`src/rtl/tl_spwm_pkg.sv`:
```
package tl_spwm_pkg;

    // Pattern register states: disabled plus the four legal switch patterns
    typedef enum logic [2:0] {
        ST_OFF,
        ST_M1,
        ST_M2,
        ST_M3,
        ST_M4
    } mode_st_e;

    // Complementary pair sequencer states
    typedef enum logic [1:0] {
        DT_OFF,
        DT_HI,
        DT_LO,
        DT_GAP
    } dt_st_e;

    localparam int IDX_W    = 8;
    localparam int TAB_N    = 1 << IDX_W;
    localparam int TAB_HALF = TAB_N / 2;
    localparam int SINE_AMP = 127;
    localparam int MI_W     = 8;
    localparam int SCALE_SH = 15;

    // Rational sine approximation over one half period, odd symmetry after it
    function automatic int sine_val(input int k);
        int q;
        int p;
        int s;
        q = k % TAB_HALF;
        p = q * (TAB_HALF - q);
        s = (4 * SINE_AMP * p) / ((5 * TAB_HALF * TAB_HALF) / 4 - p);
        if (k >= TAB_HALF) begin
            s = -s;
        end
        return s;
    endfunction

endpackage

```
`src/rtl/tl_carrier.sv`:
```
module tl_carrier #(
    parameter int CAR_TOP = 833,
    parameter int CW      = $clog2(CAR_TOP + 1)
) (
    input  logic          clk_i,
    input  logic          rst_ni,
    input  logic          en_i,
    output logic [CW-1:0] cnt_o,
    output logic          turn_o
);

    localparam logic [CW-1:0] TOP_V = CW'(CAR_TOP);
    localparam logic [CW-1:0] ONE_V = CW'(1);

    logic [CW-1:0] cnt_q;
    logic          up_q;

    // One up/down counter serves both stacked carriers
    always_ff @(posedge clk_i or negedge rst_ni) begin
        if (!rst_ni) begin
            cnt_q <= '0;
            up_q  <= 1'b1;
        end else if (!en_i) begin
            cnt_q <= '0;
            up_q  <= 1'b1;
        end else if (up_q) begin
            cnt_q <= cnt_q + ONE_V;
            up_q  <= (cnt_q + ONE_V) != TOP_V;
        end else begin
            cnt_q <= cnt_q - ONE_V;
            up_q  <= (cnt_q - ONE_V) == '0;
        end
    end

    assign cnt_o  = cnt_q;
    assign turn_o = (cnt_q == '0) || (cnt_q == TOP_V);

    p_cnt_range_r2 : assert property (@(posedge clk_i) disable iff (!rst_ni)
        int'(cnt_q) <= CAR_TOP);

    p_cnt_step_r2 : assert property (@(posedge clk_i) disable iff (!rst_ni)
        en_i |=> ((int'(cnt_q) - int'($past(cnt_q)) == 1) ||
                  (int'($past(cnt_q)) - int'(cnt_q) == 1)));

endmodule

```
`src/rtl/tl_ref_gen.sv`:
```
module tl_ref_gen
    import tl_spwm_pkg::*;
#(
    parameter int PH_W    = 32,
    parameter int CAR_TOP = 833,
    parameter int RW      = $clog2(CAR_TOP + 1) + 1
) (
    input  logic                 clk_i,
    input  logic                 rst_ni,
    input  logic                 en_i,
    input  logic                 load_i,
    input  logic [PH_W-1:0]      ftw_i,
    input  logic [MI_W-1:0]      mi_i,
    output logic signed [RW-1:0] ref_o
);

    logic [PH_W-1:0]        phase_q;
    logic signed [7:0]      sine_tab [TAB_N];
    logic signed [7:0]      sine_sel;
    logic signed [RW-1:0]   ref_now;
    logic signed [RW-1:0]   ref_hold_q;
    int                     prod;

    // Table computed at elaboration from the rational approximation
    for (genvar g = 0; g < TAB_N; g++) begin : g_tab
        assign sine_tab[g] = 8'(sine_val(g));
    end

    assign sine_sel = sine_tab[phase_q[PH_W-1 -: IDX_W]];

    always_comb begin
        prod    = int'(sine_sel) * int'(mi_i) * CAR_TOP;
        ref_now = RW'(prod >>> SCALE_SH);
    end

    always_ff @(posedge clk_i or negedge rst_ni) begin
        if (!rst_ni) begin
            phase_q    <= '0;
            ref_hold_q <= '0;
        end else if (!en_i) begin
            phase_q    <= '0;
            ref_hold_q <= '0;
        end else begin
            phase_q <= phase_q + ftw_i;
            if (load_i) begin
                ref_hold_q <= ref_now;
            end
        end
    end

    assign ref_o = ref_hold_q;

    p_hold_stable_r4 : assert property (@(posedge clk_i) disable iff (!rst_ni)
        (en_i && !load_i) |=> $stable(ref_hold_q));

    p_hold_range_r3 : assert property (@(posedge clk_i) disable iff (!rst_ni)
        (int'(ref_hold_q) <= CAR_TOP) && (int'(ref_hold_q) >= -CAR_TOP));

endmodule

```
`src/rtl/tl_mode_fsm.sv`:
```
module tl_mode_fsm
    import tl_spwm_pkg::*;
#(
    parameter int CAR_TOP = 833,
    parameter int CW      = $clog2(CAR_TOP + 1),
    parameter int RW      = CW + 1
) (
    input  logic                 clk_i,
    input  logic                 rst_ni,
    input  logic                 en_i,
    input  logic [CW-1:0]        cnt_i,
    input  logic signed [RW-1:0] ref_i,
    output logic                 s1_cmd_o,
    output logic                 s4_cmd_o,
    output logic                 active_o,
    output logic [1:0]           mode_o
);

    mode_st_e state_q;
    mode_st_e state_d;
    logic     cmp_a;
    logic     cmp_b;
    logic     cmp_c;
    logic     want_s1;

    // Stacked carrier comparison: upper, lower and zero thresholds
    always_comb begin
        cmp_a   = int'(ref_i) > int'(cnt_i);
        cmp_b   = int'(ref_i) > (int'(cnt_i) - CAR_TOP);
        cmp_c   = int'(ref_i) > 0;
        want_s1 = cmp_a || (cmp_b && !cmp_c);
        if (!en_i) begin
            state_d = ST_OFF;
        end else if (want_s1) begin
            state_d = cmp_c ? ST_M1 : ST_M3;
        end else begin
            state_d = cmp_c ? ST_M2 : ST_M4;
        end
    end

    // State register
    always_ff @(posedge clk_i or negedge rst_ni) begin
        if (!rst_ni) begin
            state_q <= ST_OFF;
        end else begin
            state_q <= state_d;
        end
    end

    // Output decode from the held pattern
    always_comb begin
        unique case (state_q)
            ST_M1: begin
                s1_cmd_o = 1'b1;
                s4_cmd_o = 1'b1;
                active_o = 1'b1;
                mode_o   = 2'd0;
            end
            ST_M2: begin
                s1_cmd_o = 1'b0;
                s4_cmd_o = 1'b1;
                active_o = 1'b1;
                mode_o   = 2'd1;
            end
            ST_M3: begin
                s1_cmd_o = 1'b1;
                s4_cmd_o = 1'b0;
                active_o = 1'b1;
                mode_o   = 2'd2;
            end
            ST_M4: begin
                s1_cmd_o = 1'b0;
                s4_cmd_o = 1'b0;
                active_o = 1'b1;
                mode_o   = 2'd3;
            end
            default: begin
                s1_cmd_o = 1'b0;
                s4_cmd_o = 1'b0;
                active_o = 1'b0;
                mode_o   = 2'd0;
            end
        endcase
    end

    p_off_when_idle_r1 : assert property (@(posedge clk_i) disable iff (!rst_ni)
        !en_i |=> (state_q == ST_OFF));

    p_pos_family_r6 : assert property (@(posedge clk_i) disable iff (!rst_ni)
        (en_i && (int'(ref_i) > 0)) |=> (state_q == ST_M1 || state_q == ST_M2));

    p_neg_family_r6 : assert property (@(posedge clk_i) disable iff (!rst_ni)
        (en_i && (int'(ref_i) <= 0)) |=> (state_q == ST_M3 || state_q == ST_M4));

endmodule

```
`src/rtl/tl_dead_pair.sv`:
```
module tl_dead_pair
    import tl_spwm_pkg::*;
#(
    parameter int DEAD_CYC = 16,
    parameter int DW       = $clog2(DEAD_CYC + 1)
) (
    input  logic clk_i,
    input  logic rst_ni,
    input  logic act_i,
    input  logic want_i,
    output logic hi_o,
    output logic lo_o
);

    localparam logic [DW-1:0] LAST_V = DW'(DEAD_CYC - 1);
    localparam logic [DW-1:0] SAT_V  = DW'(DEAD_CYC);

    dt_st_e      st_q;
    logic [DW-1:0] gap_q;
    logic        tgt_q;
    logic [DW-1:0] off_run_q;

    // State register with gap counter and pending target
    always_ff @(posedge clk_i or negedge rst_ni) begin
        if (!rst_ni) begin
            st_q  <= DT_OFF;
            gap_q <= '0;
            tgt_q <= 1'b0;
        end else if (!act_i) begin
            st_q <= DT_OFF;
        end else begin
            unique case (st_q)
                DT_OFF: begin
                    st_q  <= DT_GAP;
                    gap_q <= '0;
                    tgt_q <= want_i;
                end
                DT_HI: begin
                    if (!want_i) begin
                        st_q  <= DT_GAP;
                        gap_q <= '0;
                        tgt_q <= 1'b0;
                    end
                end
                DT_LO: begin
                    if (want_i) begin
                        st_q  <= DT_GAP;
                        gap_q <= '0;
                        tgt_q <= 1'b1;
                    end
                end
                DT_GAP: begin
                    if (want_i != tgt_q) begin
                        tgt_q <= want_i;
                        gap_q <= '0;
                    end else if (gap_q == LAST_V) begin
                        st_q <= tgt_q ? DT_HI : DT_LO;
                    end else begin
                        gap_q <= gap_q + DW'(1);
                    end
                end
                default: st_q <= DT_OFF;
            endcase
        end
    end

    // Output decode
    always_comb begin
        unique case (st_q)
            DT_HI: begin
                hi_o = 1'b1;
                lo_o = 1'b0;
            end
            DT_LO: begin
                hi_o = 1'b0;
                lo_o = 1'b1;
            end
            default: begin
                hi_o = 1'b0;
                lo_o = 1'b0;
            end
        endcase
    end

    // Independent watch of how long the pair has been fully off
    always_ff @(posedge clk_i or negedge rst_ni) begin
        if (!rst_ni) begin
            off_run_q <= '0;
        end else if (hi_o || lo_o) begin
            off_run_q <= '0;
        end else if (off_run_q != SAT_V) begin
            off_run_q <= off_run_q + DW'(1);
        end
    end

    p_dead_hi_r9 : assert property (@(posedge clk_i) disable iff (!rst_ni)
        $rose(hi_o) |-> (off_run_q == SAT_V));

    p_dead_lo_r9 : assert property (@(posedge clk_i) disable iff (!rst_ni)
        $rose(lo_o) |-> (off_run_q == SAT_V));

endmodule

```
`src/rtl/tl_spwm_gate.sv`:
```
module tl_spwm_gate
    import tl_spwm_pkg::*;
#(
    parameter int PH_W     = 32,
    parameter int CAR_TOP  = 833,
    parameter int DEAD_CYC = 16
) (
    input  logic            clk_i,
    input  logic            rst_ni,
    input  logic            en_i,
    input  logic [7:0]      mod_idx_i,
    input  logic [PH_W-1:0] ftw_i,
    output logic [5:0]      gate_o,
    output logic [1:0]      mode_o
);

    localparam int CW     = $clog2(CAR_TOP + 1);
    localparam int RW     = CW + 1;
    localparam int N_PAIR = 3;

    logic [CW-1:0]        car_cnt;
    logic                 car_turn;
    logic signed [RW-1:0] ref_held;
    logic                 s1_cmd;
    logic                 s4_cmd;
    logic                 pat_active;
    logic                 pair_act;
    logic [N_PAIR-1:0]    pair_hi;
    logic [N_PAIR-1:0]    pair_lo;

    tl_carrier #(
        .CAR_TOP(CAR_TOP),
        .CW     (CW)
    ) u_carrier (
        .clk_i (clk_i),
        .rst_ni(rst_ni),
        .en_i  (en_i),
        .cnt_o (car_cnt),
        .turn_o(car_turn)
    );

    tl_ref_gen #(
        .PH_W   (PH_W),
        .CAR_TOP(CAR_TOP),
        .RW     (RW)
    ) u_ref (
        .clk_i (clk_i),
        .rst_ni(rst_ni),
        .en_i  (en_i),
        .load_i(car_turn),
        .ftw_i (ftw_i),
        .mi_i  (mod_idx_i),
        .ref_o (ref_held)
    );

    tl_mode_fsm #(
        .CAR_TOP(CAR_TOP),
        .CW     (CW),
        .RW     (RW)
    ) u_fsm (
        .clk_i   (clk_i),
        .rst_ni  (rst_ni),
        .en_i    (en_i),
        .cnt_i   (car_cnt),
        .ref_i   (ref_held),
        .s1_cmd_o(s1_cmd),
        .s4_cmd_o(s4_cmd),
        .active_o(pat_active),
        .mode_o  (mode_o)
    );

    assign pair_act = en_i && pat_active;

    // Pairs 0 and 1 follow the S1 command, pair 2 follows the S4 command
    for (genvar p = 0; p < N_PAIR; p++) begin : g_pair
        tl_dead_pair #(
            .DEAD_CYC(DEAD_CYC)
        ) u_pair (
            .clk_i (clk_i),
            .rst_ni(rst_ni),
            .act_i (pair_act),
            .want_i((p == 2) ? s4_cmd : s1_cmd),
            .hi_o  (pair_hi[p]),
            .lo_o  (pair_lo[p])
        );
    end

    assign gate_o = {pair_lo[2], pair_lo[1], pair_hi[2], pair_hi[1], pair_lo[0], pair_hi[0]};

    p_idle_zero_r1 : assert property (@(posedge clk_i) disable iff (!rst_ni)
        !en_i |=> ((gate_o == 6'b0) && (mode_o == 2'd0)));

    p_mirror_r7 : assert property (@(posedge clk_i) disable iff (!rst_ni)
        (gate_o[2] == gate_o[0]) && (gate_o[4] == gate_o[1]));

    p_pair_excl_r8 : assert property (@(posedge clk_i) disable iff (!rst_ni)
        !(gate_o[0] && gate_o[1]) && !(gate_o[2] && gate_o[4]) && !(gate_o[3] && gate_o[5]));

endmodule

```
`config.mk`:
```
export PLATFORM = sky130hd
export DESIGN_NAME = tl_spwm_gate
export DESIGN_NICKNAME = d
export VERILOG_FILES = /design/src/rtl/tl_spwm_pkg.sv /design/src/rtl/tl_carrier.sv /design/src/rtl/tl_ref_gen.sv /design/src/rtl/tl_mode_fsm.sv /design/src/rtl/tl_dead_pair.sv /design/src/rtl/tl_spwm_gate.sv
export SDC_FILE = /design/constraint.sdc
export NUM_CORES = 1
export LEC_CHECK = 0
export BUFFER_PORTS_ARGS = -buffer_cell sky130_fd_sc_hd__buf_2
export CORE_ASPECT_RATIO = 1.75
export CORE_MARGIN = 2
export CORE_UTILIZATION = 57
export CTS_CLUSTER_DIAMETER = 50
export DETAILED_ROUTE_END_ITERATION = 6
export PLACE_DENSITY = 0.75
export SYNTH_ARGS = -nofsm -noshare
export SYNTH_HDL_FRONTEND = slang
export SYNTH_SLANG_ARGS = --single-unit
```
`constraint.sdc`:
```
create_clock -name clk_i -period 22.1 [get_ports clk_i]
set_input_delay 3.315 -clock clk_i [delete_from_list [all_inputs] [get_ports clk_i]]
set_output_delay 3.315 -clock clk_i [all_outputs]
set_load 0.05 [all_outputs]
```
==> impl_metrics.py <==
metrics = {
    "synth": {
        "synth-edff-count": 0,
        "synth.area.top_cells": "ha_1 (20%), dfrtp_1 (16%), fa_1 (9.8%)",
        "synth_top_area_share_pct": 20.3,
        "synth_fp_nets": 1783,
        "yosys_warnings": 0,
        "synthFlopType": "dfrtp_1",
        "synth_seq_area_share_pct": 16.5,
        "synth_area_um2": 12300,
        "yosysTopAreaCell": "ha_1",
        "async_flop_share_pct": 100,
        "yosys_register_bits": 81,
        "yosys.cell_types.count": 79,
        "postSynthAreaPerCell_um2": 8.31,
        "syn-instance-count": 1480,
    },
    "sta": {
        "fmax_mhz": 88.4,
        "min_period_ns": 11.31,
        "grt_setup_unrepaired": "false",
        "slew_headroom_pct": 30.5,
        "hold_violations": 0,
        "setup_tns_ns": 0,
        "final.period_utilization_pct": 51.2,
        "slew_viol_final": 0,
        "fin_skew_ns": 0.0155,
        "setup_violations": 0,
        "worst_pin_slew_ns": 1.04,
    },
    "drt": {
        "vias_per_cell": 6.02,
        "wl_um": 28300,
        "drtAntennaViolNets": 0,
        "wl_per_cell_um": 16.2,
        "vias": 10500,
        "drt_iter0_markers": 477,
        "firstDrtPassIters": 6,
        "drc": 0,
    },
    "placement": {
        "place_hpwl_um": 22300,
        "gp_congestion": 0.929,
        "numPortBuffers": 50,
    },
    "floorplan": {
        "initial_core_util_pct": 57.7,
        "dieArea_um2": 22800,
        "core_um2": 21300,
        "ios": 51,
        "die_height_um": 198,
        "die_w_um": 115,
        "rows": 71,
    },
    "grt": {
        "antenna_found_initial": 3,
        "grt-ovfl-total": 0,
        "grt_max_degree": 82,
        "grt_pass1_vias": 10600,
        "grt_pass1_wl_um": 47600,
        "grt_usage_pct": 25.4,
    },
    "clocking": {
        "cts_tree": "built",
        "clk_latency_ns": 0.35,
        "cts-buffers-inserted": 9,
        "clk_pin_slew_worst_paths_ns": 0.08,
        "clockRootBuffer": "clkbuf_16",
        "htreeDepth": 3,
        "cts_resized": 0,
        "cts_hold_buf": 0,
        "cts_buffer_depth": 2,
        "cts_sinks": 81,
        "cts_setup_buffers": 0,
    },
    "worst_setup_path": {
        "cp.required_ns": 22.31,
        "crit_path_top_delay_cell": "nor3b_1",
        "max_stage_delay_ns": 0.82,
        "end_kind": "register",
        "cp-start-kind": "register",
        "worstPathArrival_ns": 11.53,
        "crit_fanout": 15,
        "path_class": "reg -> reg",
    },
    "job": {
        "max-cap-violations": 0,
    },
    "cells_and_area": {
        "layout_commonest_cell": "ha_1",
        "area_growth_syn_to_layout_pct": 5.66,
        "final_nets": 1790,
        "final_cell_mix": "ha_1 (200), inv_1 (145), nor2_1 (104), nand2_1 (103), a21oi_1 (100)",
        "drive_gt1_share_pct": 7.24,
    },
    "min_path": {
        "min_path_type": "reg -> reg",
    },
    "run_status": {
        "status": "finished clean",
    },
}
final timing paths:
kind	startpoint	to	slack (ns)	cells after the start
setup reg to reg	u_ref.phase_q[24]	u_ref.ref_o[10]	10.79	38
max in group asynchronous	rst_ni	u_ref.phase_q[27]	18.21	1
hold reg to reg	g_pair[2].u_pair.gap_q[3]	g_pair[2].u_pair.gap_q[3]	0.48	1
hold / removal	g_pair[2].u_pair.gap_q[3]	g_pair[2].u_pair.gap_q[3]	0.48	1
setup / recovery	u_ref.phase_q[24]	u_ref.ref_o[10]	10.79	38
min in group asynchronous	rst_ni	g_pair[2].u_pair.gap_q[4]	3.14	1
cells in the mapped netlist (4+ instances only):
library cell  instances
mux2i_1              18
fa_1                 60
o22ai_1               9
o21bai_1              9
buf_4                 7
o31ai_1               7
nor3b_1               8
o311ai_0              4
xnor2_1              59
and2_1               72
mux4_2                7
dfrtp_1              80
and3_1               15
a211oi_1             22
a21oi_1             100
nor2b_1              20
o211ai_1             10
o21ai_1               4
nor4_1                6
o21ai_0              81
nand3b_1              6
or3_1                 5
a31oi_1              16
nand4_1              14
a21o_1               39
nor2_1              104
buf_1                 9
or2_2                 7
nor3_1               23
o21a_1               14
nand3_1              34
ha_1                200
a22oi_1               4
clkbuf_1             43
a311oi_1              8
inv_1               145
xor2_1               26
nand2_1             103
nand2b_1             18
through the flow:
| stage | instances | area, um^2 | setup slack (ns) | hold WS [ns] | utilization (%) |
|---|---|---|---|---|---|
| global route | 1750 | 13000 | 9.96 | 0.495 | 61.0 |
| finish | 1750 | 13000 | 10.79 | 0.477 | 61.0 |
| CTS | 1747 | 13000 | 10.74 | 0.483 | 60.9 |
| global placement | 1731 | 12700 | 10.74 | 0.466 | 59.5 |
| floorplan | 1480 | 12300 | 11.32 | 0.445 | - |
| detailed placement | 1731 | 12700 | 10.55 | 0.473 | 59.5 |
cell families (layout without fill, tap and decap cells):
| family | Yosys count | count (layout) | share of synthesized area [%] |
|---|---|---|---|
| and+or+nand+nor | 444 | 444 | 18.1 |
| buffers and inverters | 210 | 222 | 6.65 |
| AOI/OAI and AO/OA | 374 | 374 | 19.8 |
| xor gates and xnor gates | 85 | 85 | 6.05 |
| muxes | 26 | 26 | 2.84 |
| adders and majority gates | 260 | 260 | 30.1 |
| other | 0 | 3 | 0 |
| DFF | 81 | 81 | 16.5 |
worst max-delay path, delay by kind of cell, from the launching register on:
kind / cells / cell delay [ns]
AO/OA/AOI/OAI: 11 / 2.25
multiplexers: 2 / 0.65
flip-flops: 1 / 0.64
XOR/XNOR: 2 / 0.41
adder cells (fa/ha/maj): 11 / 4.54
AND/OR/NAND/NOR: 6 / 1.67
buffers and inverters: 6 / 0.99
area by class of cell:
type	count	area (um^2)
clock buffers	9	225
repair buffers	58	313
fillers	1904	8320
diodes	3	7.51
multi-input cells	1189	9460
clock inverters	7	87.6
well taps	255	319
flip-flops and latches	81	2030
inverters	148	556
metal layers:
metal / global-route usage, % / vias up / routed length (um)
met1: 27.5 / 5006 / 10800
met5: 0 / - / 0
met3: 2.82 / 94 / 843
met4: 13.9 / 0 / 1250
li1: - / 5205 / -
met2: 47.1 / 238 / 15400
state kept, by name (all words and copies together), names as in the netlist:
name                 flops
u_fsm.state_q            3
g_pair.u_pair.st_q       6
u_ref.phase_q           32
g_pair.u_pair.tgt_q      3
u_carrier.up_q           1
g_pair.u_pair.gap_q     15
u_ref.ref_o             11
u_carrier.cnt_o         10
Power is left out: the tool's default activity adds up to more than one toggle a clock period on the data nets, which glitch-free logic cannot reach.
